`src/rtl/lin_hdr_pkg.sv`:
```
package lin_hdr_pkg;

  localparam int CNT_W = 5;

  typedef enum logic [2:0] {
    ST_IDLE, ST_BREAK, ST_GAP1, ST_SYNC, ST_GAP2, ST_PID
  } hdrState_e;

  typedef enum logic [1:0] {
    LINE_IDLE, LINE_LOW, LINE_DATA
  } lineSel_e;

  typedef struct packed {
    logic     capture;
    logic     loadSync;
    logic     loadPid;
    logic     shift;
    lineSel_e lineSel;
  } dpCtl_t;

  function automatic logic [CNT_W-1:0] breakTicks(input logic [1:0] code);
    case (code)
      2'd0:    breakTicks = CNT_W'(13);
      2'd1:    breakTicks = CNT_W'(17);
      2'd2:    breakTicks = CNT_W'(21);
      default: breakTicks = CNT_W'(26);
    endcase
  endfunction

  function automatic logic [CNT_W-1:0] gapOneTicks(input logic [1:0] code);
    case (code)
      2'd0:    gapOneTicks = CNT_W'(1);
      2'd1:    gapOneTicks = CNT_W'(4);
      2'd2:    gapOneTicks = CNT_W'(8);
      default: gapOneTicks = CNT_W'(14);
    endcase
  endfunction

  function automatic logic [CNT_W-1:0] gapTwoTicks(input logic [1:0] code);
    gapTwoTicks = (code == 2'd0) ? CNT_W'(1) : CNT_W'(4);
  endfunction

endpackage

```
`src/rtl/lin_hdr_ctrl.sv`:
```
module lin_hdr_ctrl
  import lin_hdr_pkg::*;
#(
  parameter int FRAME_BITS = 10
) (
  input  logic       clk,
  input  logic       rstN,
  input  logic       bitTick,
  input  logic       startReq,
  input  logic [1:0] brkSel,
  input  logic [1:0] gapSel,
  output dpCtl_t     ctl,
  output logic       busy,
  output logic       done
);

  hdrState_e        state, stateNext;
  logic [CNT_W-1:0] cnt;
  logic [CNT_W-1:0] segLen;
  logic [1:0]       brkQ, gapQ;
  logic             lastTick;

  always_comb begin
    case (state)
      ST_BREAK: segLen = breakTicks(brkQ);
      ST_GAP1:  segLen = gapOneTicks(gapQ);
      ST_GAP2:  segLen = gapTwoTicks(gapQ);
      ST_SYNC,
      ST_PID:   segLen = CNT_W'(FRAME_BITS);
      default:  segLen = CNT_W'(1);
    endcase
  end

  assign busy     = (state != ST_IDLE);
  assign lastTick = busy && bitTick && (cnt == segLen - CNT_W'(1));

  always_comb begin
    stateNext = state;
    case (state)
      ST_IDLE:  if (startReq) stateNext = ST_BREAK;
      ST_BREAK: if (lastTick) stateNext = ST_GAP1;
      ST_GAP1:  if (lastTick) stateNext = ST_SYNC;
      ST_SYNC:  if (lastTick) stateNext = ST_GAP2;
      ST_GAP2:  if (lastTick) stateNext = ST_PID;
      ST_PID:   if (lastTick) stateNext = ST_IDLE;
      default:  stateNext = ST_IDLE;
    endcase
  end

  always_comb begin
    ctl.capture  = (state == ST_IDLE) && startReq;
    ctl.loadSync = (state == ST_GAP1) && lastTick;
    ctl.loadPid  = (state == ST_GAP2) && lastTick;
    ctl.shift    = ((state == ST_SYNC) || (state == ST_PID)) && bitTick && !lastTick;
    case (state)
      ST_BREAK:       ctl.lineSel = LINE_LOW;
      ST_SYNC, ST_PID: ctl.lineSel = LINE_DATA;
      default:        ctl.lineSel = LINE_IDLE;
    endcase
  end

  always_ff @(posedge clk) begin
    if (!rstN) begin
      state <= ST_IDLE;
      cnt   <= '0;
      brkQ  <= '0;
      gapQ  <= '0;
      done  <= 1'b0;
    end else begin
      state <= stateNext;
      done  <= (state == ST_PID) && lastTick;
      if (ctl.capture) begin
        brkQ <= brkSel;
        gapQ <= gapSel;
        cnt  <= '0;
      end else if (lastTick) begin
        cnt <= '0;
      end else if (busy && bitTick) begin
        cnt <= cnt + CNT_W'(1);
      end
    end
  end

endmodule

```
`src/rtl/lin_hdr_dp.sv`:
```
module lin_hdr_dp
  import lin_hdr_pkg::*;
#(
  parameter int              DATA_BITS = 8,
  parameter logic [7:0]      SYNC_BYTE = 8'h55
) (
  input  logic                 clk,
  input  logic                 rstN,
  input  dpCtl_t               ctl,
  input  logic [DATA_BITS-1:0] pid,
  output logic                 txLine
);

  localparam int SR_W = DATA_BITS + 2;

  logic [SR_W-1:0]      shiftReg;
  logic [DATA_BITS-1:0] pidQ;

  always_ff @(posedge clk) begin
    if (!rstN) begin
      shiftReg <= '1;
      pidQ     <= '0;
    end else begin
      if (ctl.capture) pidQ <= pid;
      if (ctl.loadSync)      shiftReg <= {1'b1, SYNC_BYTE[DATA_BITS-1:0], 1'b0};
      else if (ctl.loadPid)  shiftReg <= {1'b1, pidQ, 1'b0};
      else if (ctl.shift)    shiftReg <= {1'b1, shiftReg[SR_W-1:1]};
    end
  end

  always_comb begin
    case (ctl.lineSel)
      LINE_LOW:  txLine = 1'b0;
      LINE_DATA: txLine = shiftReg[0];
      default:   txLine = 1'b1;
    endcase
  end

endmodule

```
`src/rtl/lin_hdr_tx.sv`:
```
module lin_hdr_tx
  import lin_hdr_pkg::*;
#(
  parameter int         DATA_BITS = 8,
  parameter logic [7:0] SYNC_BYTE = 8'h55
) (
  input  logic                 clk,
  input  logic                 rstN,
  input  logic                 bitTick,
  input  logic                 startReq,
  input  logic [1:0]           brkSel,
  input  logic [1:0]           gapSel,
  input  logic [DATA_BITS-1:0] pid,
  output logic                 txLine,
  output logic                 busy,
  output logic                 done
);

  localparam int FRAME_BITS = DATA_BITS + 2;

  dpCtl_t ctl;

  lin_hdr_ctrl #(.FRAME_BITS(FRAME_BITS)) u_ctrl (
    .clk      (clk),
    .rstN     (rstN),
    .bitTick  (bitTick),
    .startReq (startReq),
    .brkSel   (brkSel),
    .gapSel   (gapSel),
    .ctl      (ctl),
    .busy     (busy),
    .done     (done)
  );

  lin_hdr_dp #(.DATA_BITS(DATA_BITS), .SYNC_BYTE(SYNC_BYTE)) u_dp (
    .clk    (clk),
    .rstN   (rstN),
    .ctl    (ctl),
    .pid    (pid),
    .txLine (txLine)
  );

endmodule

```
`config.mk`:
```
export PLATFORM = sky130hd
export DESIGN_NAME = lin_hdr_tx
export DESIGN_NICKNAME = d
export VERILOG_FILES = /design/src/rtl/lin_hdr_pkg.sv /design/src/rtl/lin_hdr_ctrl.sv /design/src/rtl/lin_hdr_dp.sv /design/src/rtl/lin_hdr_tx.sv
export SDC_FILE = /design/constraint.sdc
export NUM_CORES = 1
export LEC_CHECK = 0
export ABC_CLOCK_PERIOD_IN_PS = 3800
export BUFFER_PORTS_ARGS = -buffer_cell sky130_fd_sc_hd__buf_4
export CORE_MARGIN = 2
export CORE_UTILIZATION = 25
export CTS_CLUSTER_DIAMETER = 80
export DETAILED_ROUTE_END_ITERATION = 8
export HOLD_SLACK_MARGIN = 0.15
export PLACE_DENSITY_LB_ADDON = 0.15
export SLEW_MARGIN = 20
export SYNTH_ARGS = -nofsm -noshare
export SYNTH_HDL_FRONTEND = slang
export SYNTH_SLANG_ARGS = --single-unit
```
`constraint.sdc`:
```
create_clock -name clk -period 3.8 [get_ports clk]
set_input_delay 0.57 -clock clk [delete_from_list [all_inputs] [get_ports clk]]
set_output_delay 0.57 -clock clk [all_outputs]
set_load 0.01 [all_outputs]
```
=== After elaboration in Yosys (flattened, before gate mapping) ===
Index checks and enable logic that the tools add are counted.

* Bits in registers: 30
* Input port bits: 16
* Output and inout port bits: 3

* Add/subtract/negate cells: 2
* Eq/ne operators: 18
* Mux-type cells: 16
* Bitwise operators: 1
* Reduce and logical (&&, ||, !) cells: 20

{| class="wikitable"
|+ Operator list
! operator !! number
|-
| two-way mux 9 bit || 3
|-
| two-way mux 3 bit || 7
|-
| one-hot mux 5 bit (4 select lines) || 1
|-
| one-hot mux 3 bit (6 select lines) || 1
|-
| one-hot mux 5 bit (3 select lines) || 1
|-
| one-hot mux 4 bit (3 select lines) || 1
|-
| inequality test 2 x 1 -> 1 bit (second input constant) || 5
|-
| logical AND 1 bit || 8
|-
| == test 2 x 1 -> 1 bit (second input constant) || 3
|-
| == test 2 bit (second input constant) || 3
|-
| == test 3 x 2 -> 1 bit (second input constant) || 2
|-
| == test 3 bit (second input constant) || 2
|-
| AND reduction 6 bit || 1
|-
| nonzero test 3 bit || 2
|-
| adder 5 x 1 -> 5 bit (second input constant) || 1
|-
| == test 5 bit || 1
|-
| subtractor 5 x 1 -> 5 bit (second input constant) || 1
|-
| logical NOT 2 bit || 2
|-
| one-hot mux 2 bit (2 select lines) || 1
|-
| OR reduction 2 bit || 2
|-
| == test 3 x 1 -> 1 bit (second input constant) || 1
|-
| logical NOT 3 bit || 1
|-
| OR reduction 3 bit || 1
|-
| inequality test 2 bit (second input constant) || 1
|-
| other kinds (5) || 5
|}

=== Depth between registers and ports, before layout ===
* Depth after elaboration: 11
* Gate-level depth with buffers: 12
* Mapped depth without buffers: 10

=== Cells and area by module ===
From an unflattened synthesis, not the netlist that was laid out.

* Cells, all modules: 180
* Area, all modules: 1,700.4 um^2

{| class="wikitable"
|+ By module, submodules not included
! module !! instances !! cells an instance !! area an instance (um^2)
|-
| lin_hdr_ctrl || 1 || 111 || 954.7
|-
| lin_hdr_dp || 1 || 69 || 745.7
|}

=== Least setup slack after synthesis ===
OpenSTA, ideal clock, no wires.

* Path type: reg-to-reg
* Start point: reg u_ctrl.state[0]
* End point: reg u_dp.shiftReg[0]
* Setup time: 124 ps
* Arrival time: 2,575 ps
* Data required time: 3,676 ps
* Slack: 1,100 ps
* Stages on the path, launching flop included: 12
* Clock period less this slack: 2,700 ps
* Path through: dfxtp_1 > clkbuf_1 > inv_1 > a211oi_2 > ha_1 > nand2_1 > or3_1 > o311ai_4 > o211ai_2 > buf_4 > a31oi_1 > o21ai_0

* Word-level cells in the longest chain between the ends: 9
* Elaborated cells on any way between the ends: 21
* Classes of those cells: add/sub: 1; eq/ne: 6; mux: 3; reduce/logical: 11

{| class="wikitable"
|+ RTL lines
! what !! line !! RTL
|-
| from (decl) || lin_hdr_ctrl.sv:17 || <nowiki>hdrState_e state, stateNext;</nowiki>
|-
| from (signal assigned) || lin_hdr_ctrl.sv:70 || <nowiki>state <= stateNext;</nowiki>
|-
| == test 3 bit or == test 3 x 2 -> 1 bit (tied branches) || lin_hdr_ctrl.sv:24, lin_hdr_ctrl.sv:54 ||
|-
| OR reduction 2 bit || lin_hdr_ctrl.sv:24 || <nowiki>case (state)</nowiki>
|-
| one-hot mux 5 bit (4 select lines) || lin_hdr_ctrl.sv:24 ||
|-
| subtractor 5 x 1 -> 5 bit || lin_hdr_ctrl.sv:35 || <nowiki>assign lastTick = busy && bitTick && (cnt == segLen - CNT_W'(1));</nowiki>
|-
| == test 5 bit || lin_hdr_ctrl.sv:35 ||
|-
| logical AND 1 bit || lin_hdr_ctrl.sv:35 ||
|-
| logical AND 1 bit or logical NOT 1 bit (tied branches) || lin_hdr_ctrl.sv:53, lin_hdr_ctrl.sv:54 ||
|-
| two-way mux 9 bit or logical AND 1 bit (tied branches) || lin_hdr_dp.sv:26, lin_hdr_ctrl.sv:54 ||
|-
| two-way mux 9 bit or nonzero test 3 bit (tied branches) || - ||
|-
| to (signal assigned) || lin_hdr_dp.sv:25 || <nowiki>if (ctl.loadSync) shiftReg <= {1'b1, SYNC_BYTE[DATA_BITS-1:0], 1'b0};</nowiki>
|-
| to (signal assigned) || lin_hdr_dp.sv:26 || <nowiki>else if (ctl.loadPid) shiftReg <= {1'b1, pidQ, 1'b0};</nowiki>
|-
| to (signal assigned) || lin_hdr_dp.sv:27 || <nowiki>else if (ctl.shift) shiftReg <= {1'b1, shiftReg[SR_W-1:1]};</nowiki>
|-
| to (decl) || lin_hdr_dp.sv:16 || <nowiki>logic [SR_W-1:0] shiftReg;</nowiki>
|}

Parallel ways exist; a longest one is shown, timed or not.
A chain may end at the register's enable or synchronous reset.

=== Worst setup path in the final report ===
* Start point: reg u_ctrl.state[1]
* End point: reg u_dp.shiftReg[1]

* Word-level cells in the longest chain between the ends: 9
* Elaborated cells on any way between the ends: 21
* Classes of those cells: add/sub: 1; eq/ne: 6; mux: 2; reduce/logical: 12

{| class="wikitable"
|+ RTL lines
! what !! line !! RTL
|-
| == test 3 bit or == test 3 x 2 -> 1 bit (tied branches) || lin_hdr_ctrl.sv:24, lin_hdr_ctrl.sv:54 ||
|-
| OR reduction 2 bit || lin_hdr_ctrl.sv:24 ||
|-
| one-hot mux 5 bit (4 select lines) || lin_hdr_ctrl.sv:24 ||
|-
| subtractor 5 x 1 -> 5 bit || lin_hdr_ctrl.sv:35 ||
|-
| == test 5 bit || lin_hdr_ctrl.sv:35 ||
|-
| logical AND 1 bit || lin_hdr_ctrl.sv:35 ||
|-
| logical NOT 1 bit || lin_hdr_ctrl.sv:54 || <nowiki>ctl.shift = ((state == ST_SYNC) || (state == ST_PID)) && bitTick && !lastTick;</nowiki>
|-
| logical AND 1 bit || lin_hdr_ctrl.sv:54 ||
|-
| nonzero test 2 bit (no line) || - ||
|}

Parallel ways exist; a longest one is shown, timed or not.

==> impl_metrics.ini <==
[timing]
relSlewSlack_pct = 55.0
fin_crit_sh_pct = 87.8
slew_violations = 0
setup_violations = 0
rsz0062_at_grt = no
max_freq_mhz = 300
worst_slew_pin_slew_ns = 0.675
hold_viol_final = 0
skew_ns = 0.00325
fin_tns_setup_ns = 0
layout_min_cycle_time_ns = 3.34

[synth]
yosys.area_share.xor_xnor_pct = 3.98
synth_seq_cells = 30
synth_area_um2 = 1760
synthSimpleGateAreaFrac_pct = 26.2
synthCells = 216
async_flop_share_pct = 0
syn_avg_cell_area_um2 = 8.16
synthesis.nets = 237
yosysWarnings = 0
synth_adder_area_share_pct = 3.55
synth_top_family_by_area = simple AND/OR/NAND/NOR gates
yosysSeqAreaShare_pct = 34.1
synth_compound_area_share_pct = 24.3
synth-main-ff-cell = dfxtp_1
synth.distinct_cells = 44
muxShareOfSynthArea_pct = 1.14
synth-edff-count = 0

[critical_path]
path_max_fanout = 18
critPathCaptureType = flop
required_ns = 4.01
crit_type = flop to flop
slowest_delay_ns = 0.72
path_cells = o22ai_1 -> a211oi_2 -> ha_1 -> nand2_1 -> or3_1 -> o311ai_4 -> o211a_1 -> nand3_1 -> o2111ai_1
cpMaxStageDelayCell = dfxtp_1
start_kind = flop
arrival_ns = 3.54

[pwr]
cellLeakagePower_uw = 0.000777
peakVddDrop_mv = 0.173
powerDensity_nw_per_um2 = 409

[clocking]
numCtsBuffers = 5
clk_pin_slew_worst_paths_ns = 0.07
ctsResizeCount = 0
clock-sinks = 30
holdBufCountCts = 0
cts_max_path_buffers = 2
h-tree-depth = 2
cts_tree = done
clkLatencyLatePin_ns = 0.28
cts_root_buffer = clkbuf_8
postCtsSetupBuffers = 0

[floorplanning]
ios = 19
initial_core_util_pct = 25.9
rows = 30
core_area_um2 = 6790
dieWidth_um = 87.9
die_h_um = 87.9
die-area_um2 = 7730

[cells_and_area]
layoutNonFillerInstCount = 326
postLayoutCoreUtil_pct = 30.9
antennaDiodeCount = 0
nets = 250
drive_gt1_share_pct = 16.1
syn_to_final_growth_pct = 19.0

[drt]
ant_nets = 0
drtIter0Drc = 55
wl_per_cell_um = 12.8
wirelength_um = 4190
drc = 0
dr.pass1.iters = 4
vias = 1542
via_per_inst = 4.73

[worst_hold_path]
min_path_type = flop to flop

[flow_run]
maxCapViolCount = 0

[global_routing]
grt_overflow = 0
grt_pass1_wl_um = 7100
grt_max_degree = 21
antenna_found_initial = 0
grt_pass1_vias = 1447
grt_usage_pct = 12.0

[outcome]
status = completed

[placed_design]
dp_hpwl_um = 3110
portBuffers = 18
place.gp.congestion = 0.756
dpl.cell_count = 318
-- cell families after synthesis --
family | Yosys count
flip-flops | 30
AO/OA/AOI/OAI | 57
multiplexers | 2
AND/OR/NAND/NOR | 89
buffers and inverters | 25
adder cells (fa/ha/maj) | 5
XOR/XNOR | 8
-- routing by layer --
layer / global-route usage, % / share of wire, % / up-vias
li1: - / - / 806
met1: 16.3 / 50 / 703
met2: 18.0 / 44 / 25
met3: 2.36 / 3.0 / 8
met4: 5.73 / 2.6 / 0
met5: 0 / 0 / -
-- placed cells by master, fill, tap and decap left out, types with 2 or more instances in the layout --
cell type,Yosys,layout
dfxtp_1,30,30
xor2_1,3,3
bufinv_16,0,2
o2111ai_1,8,8
o31ai_1,2,2
mux2i_1,2,2
ha_1,5,5
a21o_1,2,2
nor3_1,9,9
nor3b_1,2,2
o211a_1,2,2
nand3_1,10,10
nand4_1,4,4
inv_1,11,11
o21ai_0,2,2
a21oi_1,18,18
nor2_1,11,11
a31oi_1,5,5
o211ai_2,2,2
buf_4,2,20
or3_1,2,2
o211ai_1,8,8
nor2b_1,4,4
nand2_1,31,31
and2_1,6,6
clkbuf_8,0,6
o31a_1,2,2
xnor2_1,5,5
and4_1,2,2
-- worst paths after layout --
check | startpoint | to | slack (ns) | cells past startpoint
hold / removal | u_dp.pidQ[7]$_SDFFE_PN0P_ | u_dp.pidQ[7]$_SDFFE_PN0P_ | 0.45 | 2
setup reg to reg | u_ctrl.state[1]$_SDFFE_PN0P_ | u_dp.shiftReg[1]$_SDFFE_PP1P_ | 0.46 | 9
setup / recovery | u_ctrl.state[1]$_SDFFE_PN0P_ | u_dp.shiftReg[1]$_SDFFE_PP1P_ | 0.46 | 9
hold reg to reg | u_dp.pidQ[7]$_SDFFE_PN0P_ | u_dp.pidQ[7]$_SDFFE_PN0P_ | 0.45 | 2
-- Yosys cell counts (all sizes together), types with 2 or more instances --
cell type	number	area, um2
nand2	31	116
dfxtp	30	601
a21oi	19	98.9
inv	11	41.3
nor2	11	41.3
nand3	10	50.1
o211ai	10	85.1
nor3	9	45.0
clkbuf	8	30.0
o2111ai	8	70.1
and2	6	37.5
buf	6	47.5
a31oi	5	31.3
ha	5	62.6
xnor2	5	43.8
nand4	4	25.0
nor2b	4	25.0
or3	3	23.8
xor2	3	26.3
a21o	2	15.0
and4	2	17.5
mux2i	2	20.0
nor3b	2	15.0
o211a	2	20.0
o21ai	2	10.0
o31a	2	17.5
o31ai	2	15.0
or2	2	12.5
-- state kept, by name (all words and copies together), names as in the netlist --
| register | count |
|---|---|
| u_ctrl.cnt | 5 |
| u_dp.pidQ | 8 |
| u_ctrl.gapQ | 2 |
| u_dp.shiftReg | 9 |
| u_ctrl.brkQ | 2 |
| u_ctrl.state | 3 |
| u_ctrl.done | 1 |
-- where the power goes --
group / switching (uW) / internal, uW
clock network: 124 / 280
registers: 10.2 / 326
logic: 71.1 / 47.0
-- final cells by class --
type	count	area, um2
flip-flops and latches	30	601
repair buffers	20	150
inverters	11	41.3
clock inverters	2	60.1
well taps	96	120
fillers	743	4700
multi-input cells	161	1040
clock buffers	6	82.6
-- critical path, delay by kind of cell, from the launching register on --
kind | cells | cell delay, ns
and+or+nand+nor | 3 | 0.66
DFF | 1 | 0.72
adders and majority gates | 1 | 0.29
AOI/OAI and AO/OA | 5 | 1.58
-- per-stage QoR --
step	setup slack [ns]	total power, uW	hold WS [ns]	instance area (um2)
after floorplan	1.10	426	0.436	1760
after global placement	0.553	464	0.445	1950
after detailed placement	0.504	462	0.448	1950
after CTS	0.480	871	0.458	2100
after global routing	0.210	902	0.479	2100
final	0.464	858	0.454	2100
No activity file was read; power rests on OpenSTA's default activity.
